### src/rtl/crc_byte_step.sv
module crc_byte_step #(
  parameter int             DATA_W = 8,
  parameter int             CRC_W  = 16,
  parameter logic [CRC_W-1:0] POLY = 16'h1021
) (
  input  logic [CRC_W-1:0]  crc_i,
  input  logic [DATA_W-1:0] data_i,
  output logic [CRC_W-1:0]  crc_o
);
  logic [CRC_W-1:0] stage [DATA_W+1];

  assign stage[0] = crc_i;

  // One shift per data bit, most significant bit first
  for (genvar b = 0; b < DATA_W; b++) begin : g_bit
    logic fb;
    assign fb = stage[b][CRC_W-1] ^ data_i[DATA_W-1-b];
    assign stage[b+1] = {stage[b][CRC_W-2:0], 1'b0} ^ (fb ? POLY : '0);
  end

  assign crc_o = stage[DATA_W];
endmodule

### config.mk
export PLATFORM = sky130hd
export DESIGN_NAME = crc_byte_step
export DESIGN_NICKNAME = d
export VERILOG_FILES = /design/src/rtl/crc_byte_step.sv
export SDC_FILE = /design/constraint.sdc
export NUM_CORES = 1
export LEC_CHECK = 0
export BUFFER_PORTS_ARGS = -buffer_cell sky130_fd_sc_hd__buf_4
export CAP_MARGIN = 15
export CORE_AREA = 2 2 39 41
export DETAILED_ROUTE_END_ITERATION = 8
export DIE_AREA = 0 0 41 43
export PLACE_DENSITY = 0.71
export SYNTH_ARGS = -nofsm -noshare
export SYNTH_HDL_FRONTEND = slang
export SYNTH_SLANG_ARGS = --single-unit
### constraint.sdc
create_clock -name vclk -period 1.9
set_input_delay 0.285 -clock vclk [all_inputs]
set_output_delay 0.285 -clock vclk [all_outputs]
set_load 0.02 [all_outputs]
==> results of run 1 <==
-- power by group through the flow --
stage | registers [mW] | logic [mW] | clock network (mW)
finish | 0 | 0.434 | 0
global route | 0 | 0.457 | 0
CTS | 0 | 0.441 | 0
detailed placement | 0 | 0.439 | 0
global placement | 0 | 0.434 | 0
floorplan | 0 | 0.291 | 0
-- placed cells by master (no fill, tap or decap) --
cell type	count
buf_4	40
xnor2_1	8
xnor3_1	5
xnor2_2	3
xor2_1	3
xor3_1	3
inv_1	1
xnor2_4	1
xor3_4	1
-- metrics by stage --
stage / hold WS (ns) / cells / util, % / worst slack (ns) / total power [mW]
floorplan: 0.712 / 30 / - / 0.516 / 0.291
global placement: 0.859 / 81 / 51.2 / 0.271 / 0.434
detailed placement: 0.861 / 81 / 51.2 / 0.225 / 0.439
CTS: 0.861 / 81 / 51.2 / 0.225 / 0.441
global route: 0.865 / 81 / 51.2 / 0.194 / 0.457
finish: 0.859 / 81 / 51.2 / 0.254 / 0.434
-- cells by family (layout without fill, tap and decap cells) --
group	count (synthesis)	count (layout)
xor gates and xnor gates	24	24
buffers and inverters	6	41
-- per-layer routing --
layer	up-vias	global-route usage, %	part of all wire (%)
met2	22	16.6	53
met3	0	1.57	18
met1	138	7.47	29
li1	163	-	-
met5	-	0	0
met4	0	0	0
-- layout make-up --
type	count	area, um^2
Multi-Input combinational cell	24	384
Inverter	1	3.75
Tap cell	16	20.0
Timing Repair Buffer	40	300
Fill cell	131	676
-- path summary, 6_finish.rpt --
kind	start	end	slack, ns
hold / removal	crc_i[3]	crc_o[11]	0.86
setup / recovery	data_i[5]	crc_o[6]	0.25
==> impl_results.md, run 1 <==
- Register area: 0 um^2
- Adder-Cell Fraction of Synth Area: 0%
- Part of the power in combinational logic: 100.0%
- Slew margin rel.: 75.3%
- # hold bufs at CTS: 0
- Setup TNS Final: 0 ns
- Vias per cell: 3.99
- Starting Density: a little over 30%
- Critical path's slowest cell: xnor3_1
- Fmax achieved: 607 MHz
- Die Wd: 41 um
- CP top delay family: XOR/XNOR gates
- Hold Crit Class: in2out
- Fin crit period: 1.65 ns
- Largest family of logic cells by synthesized area: XOR/XNOR gates
- Worst Setup Path Type: in2out
- Status: finished, final reports clean
- VDD IR max: 0.351 mV
- Lkg Pwr: 0.400 nW
- Ys Warns: 0
- Worst Setup End Kind: output port
- Sequential share of power: 0%
- # clk buffers: 0
- Number of cells produced by synthesis: 30
- Number of core rows: 14
- Area grow syn2layout: 66.5%
- Max Cap Viol: 0
- Crit path top cell by count: buf_4
- Post-CTS resize count: 0
- Fin. max-slew vios: 0
- Pint: 0.239 mW
- GP Congestion: 0.578
- PwrDens: 613 nW/um^2
- Final antenna-violating net count: 0
- Critical path, cell by cell: buf_4, xnor2_2, xnor3_1, buf_4
- Mapped Area: between 400 and 500 um^2
- Sequential element share of the synthesized area: 0%
- Post-CTS setup buffer count: 0
- Fin. Hold Viols: 0
- Max incr delay on CP: about 0.47 ns
- Largest net degree at the start of global routing: 6
- CP bufs+invs: 2
- # DRC: 0
- Core Area: 1380 um^2
- Wire per inst: 10.0 um
- Global route overflow: 0
- Most frequent cell after synthesis: xnor2_1
- Sw frac: 44.9%
- Overall Global Routing Usage: 7.96%
- Post-synthesis compound-gate area fraction: 0%
- Share of the synthesized area in the top cell type: 26.5%
- DRT iter0 DRCs: 0
- Synth top area cells: xnor3_1 26%, xor3_1 17%, xnor2_1 16%
- Instance count on the critical path: 4
- XOR/XNOR Fraction of Synth Area: around nine tenths
- RSZ-0062 raised after global routing: no
- Post-synth cell types: 9
- Die height: between 40 and 50 um
- I/O pin cnt: 40
- Sw power: 0.195 mW
- Simple-gate area share of the yosys netlist: 0%
- Hold path depth: 3
- Syn Area/Cell: 14.2 um^2
- Vias in the first global route: 275
- Cell area after layout: 708 um^2
- Worst setup SP type: primary input
- Router iterations before antenna repair: 1
- Seq cells: 0
- Leading area contributor after synthesis: xnor3_1
- DIE AREA: 1760 um^2
- Port bufs: 40
- Crit path max fanout: 5
- Drt total wl: between 800 and 900 um
- Proportion of layout cells with a drive suffix above 1: 69.2%
- WP data arrival: ~1.4 ns
- Antenna violations before repair: 0
- Via count: ~320
- DP Wirelength: 759 um
- Req. time, crit path: 1.62 ns
- Post-synth top cells: 8 x xnor2_1, 5 x buf_4, 5 x xnor3_1
- DP Area: 708 um^2
- Final layout net count: 91
- First-pass GRT wire length: 1040 um
- Clock share of power: 0%
- Antenna fix cells: 0
- Worst slew pin tran: 0.369 ns
- Final setup vio count: 0
- Net count after synthesis: 54
- Final Cycle Share: 86.6%
- Post-synthesis mux area share: 0%
Power figures use the tool's default switching activity.
==> run 2, diff against run 1 <==
- BUFFER_PORTS_ARGS: -buffer_cell sky130_fd_sc_hd__buf_4 -> not set
- DONT_BUFFER_PORTS: not set -> 1
- PLACE_DENSITY: 0.71 -> not set
==> run 2 against run 1 <==
Against the previous run: wire length is 28% lower; global-route usage is 2.1 points lower; combinational power is 36% lower; hold slack worse by 0.14 ns; final cell count is 49% lower; sequential cell count stayed put; non-clock buffer count is 40 lower; total power is 36% lower; critical path depth is 1 lower; clock-buffer cell count stayed put; via count is 42% lower; critical endpoint is now crc_o[0].
==> impl_results.md, run 2 (synthesized netlist as in run 1, its figures left out) <==
- Setup TNS Final: 0 ns (unchanged)
- Global route overflow: 0 (unchanged)
- Fmax achieved: 678 MHz (+12%)
- Area grow syn2layout: -4.12%
- Fin. max-slew vios: 0 (unchanged)
- # clk buffers: 0 (unchanged)
- VDD IR max: 0.255 mV (-27%)
- Commonest cells after routing, fill and taps aside: 8 x xnor2_1, 5 x xnor3_1, 3 x xnor2_2, 3 x xor2_1, 3 x xor3_1
- Drt total wl: 582 um (-28%)
- RSZ-0062 raised after global routing: no
- Critical path, cell by cell: xnor2_2, inv_1, xnor2_1
- First-pass GRT wire length: 752 um (-27%)
- Status: finished, final reports clean
- Router iterations before antenna repair: 2 (+1)
- Crit path max fanout: 4 (-1)
- Lkg Pwr: 0.207 nW (-48%)
- Max incr delay on CP: 0.46 ns (about the same)
- Place WS: 0.417 ns (+0.192 ns)
- Fin. Hold Viols: 0 (unchanged)
- Final Hold Slack: 0.715 ns (-0.144 ns)
- CP bufs+invs: 1 (-1)
- Final setup vio count: 0 (unchanged)
- Post-CTS setup buffer count: 0 (unchanged)
- Seq cells: 0 (unchanged)
- DIE AREA: 1760 um^2 (unchanged)
- Hold Crit Class: in2out
- Fin crit period: 1.47 ns (-0.172 ns)
- Worst setup SP type: primary input
- # hold bufs at CTS: 0 (unchanged)
- Final layout net count: 51 (-44%)
- Worst Setup Slack, final: 0.426 ns (+0.172 ns)
- DP Wirelength: 559 um (-26%)
- Antenna fix cells: 0 (unchanged)
- Overall Global Routing Usage: 5.88% (-2.1 points)
- Met2 usage: 13.1% (-3.4 points)
- DRT iter0 DRCs: 2 (+2)
- PwrDens: 676 nW/um^2 (+10%)
- Port bufs: 0 (-100%)
- # DRC: 0 (unchanged)
- Max Cap Viol: 0 (unchanged)
- Largest net degree at the start of global routing: 6 (unchanged)
- Wire per inst: 14.2 um (+42%)
- Req. time, crit path: 1.62 ns (about the same)
- Slew margin rel.: 67.1% (-8.1 points)
- Die Wd: 41 um (unchanged)
- Vias in the first global route: 175 (-36%)
- Antenna violations before repair: 0 (unchanged)
- WP data arrival: 1.19 ns (-0.17 ns)
- Placed Cells: 41 (-49%)
- GRT Max-Usage Layer: met2
- Final antenna-violating net count: 0 (unchanged)
- Power consumption: 0.276 mW (-36%)
- Worst slew pin tran: 0.490 ns (+0.121 ns)
- Number of core rows: 14 (unchanged)
- Post-CTS resize count: 0 (unchanged)
- Core Area: 1380 um^2 (unchanged)
- Final cell count without fillers: 41 (-49%)
- CP top delay family: XOR/XNOR gates
- Worst Setup End Kind: output port
- GP Congestion: 0.576 (-0.24%)
- Critical path's slowest cell: xnor2_1
- Proportion of layout cells with a drive suffix above 1: 20.0% (-49 points)
- Die height: 43 um (unchanged)
- Via count: 187 (-42%)
- I/O pin cnt: 40 (unchanged)
- Vias per cell: 4.56 (+14%)
- GR Util met1: 4.65% (-2.8 points)
- Register area: 0 um^2 (unchanged)
- Met3 Use GR: 1.05% (-0.52 points)
- Final Cycle Share: 77.6% (-9.1 points)
- Most common cell after layout, fill and taps aside: xnor2_1
- Starting Density: 30.7% (unchanged)
- Worst Setup Path Type: in2out
-- run 2: final cells by class --
| class | instances | area, um^2 |
|---|---|---|
| fill | 148 | 976 |
| inverter | 1 | 3.75 |
| multi-input combinational | 24 | 384 |
| tap | 16 | 20.0 |
-- run 2: through the flow --
step / util [%] / instance area [um^2]
3_5_place_dp: 29.5 / 408
2_1_floorplan: - / 425
4_1_cts: 29.5 / 408
6_report: 29.5 / 408
5_1_grt: 29.5 / 408
3_3_place_gp: 29.5 / 408
-- run 2: per-layer routing --
metal | part of all wire [%] | vias to the layer above
li1 | - | 85
met1 | 21 | 80
met2 | 60 | 22
met3 | 19 | 0
met4 | 0 | 0
met5 | 0 | -
-- run 2: path summary, 6_finish.rpt --
check	from	endpoint	slack [ns]	cells after the start
worst min-delay path	crc_i[3]	crc_o[11]	0.72	1
worst max-delay path	data_i[4]	crc_o[0]	0.43	3
-- run 2: power by group --
group	switching [mW]	total [mW]	internal, mW
registers	0	0	0
clock network	0	0	0
logic	0.158	0.276	0.117
total	0.158	0.276	0.117
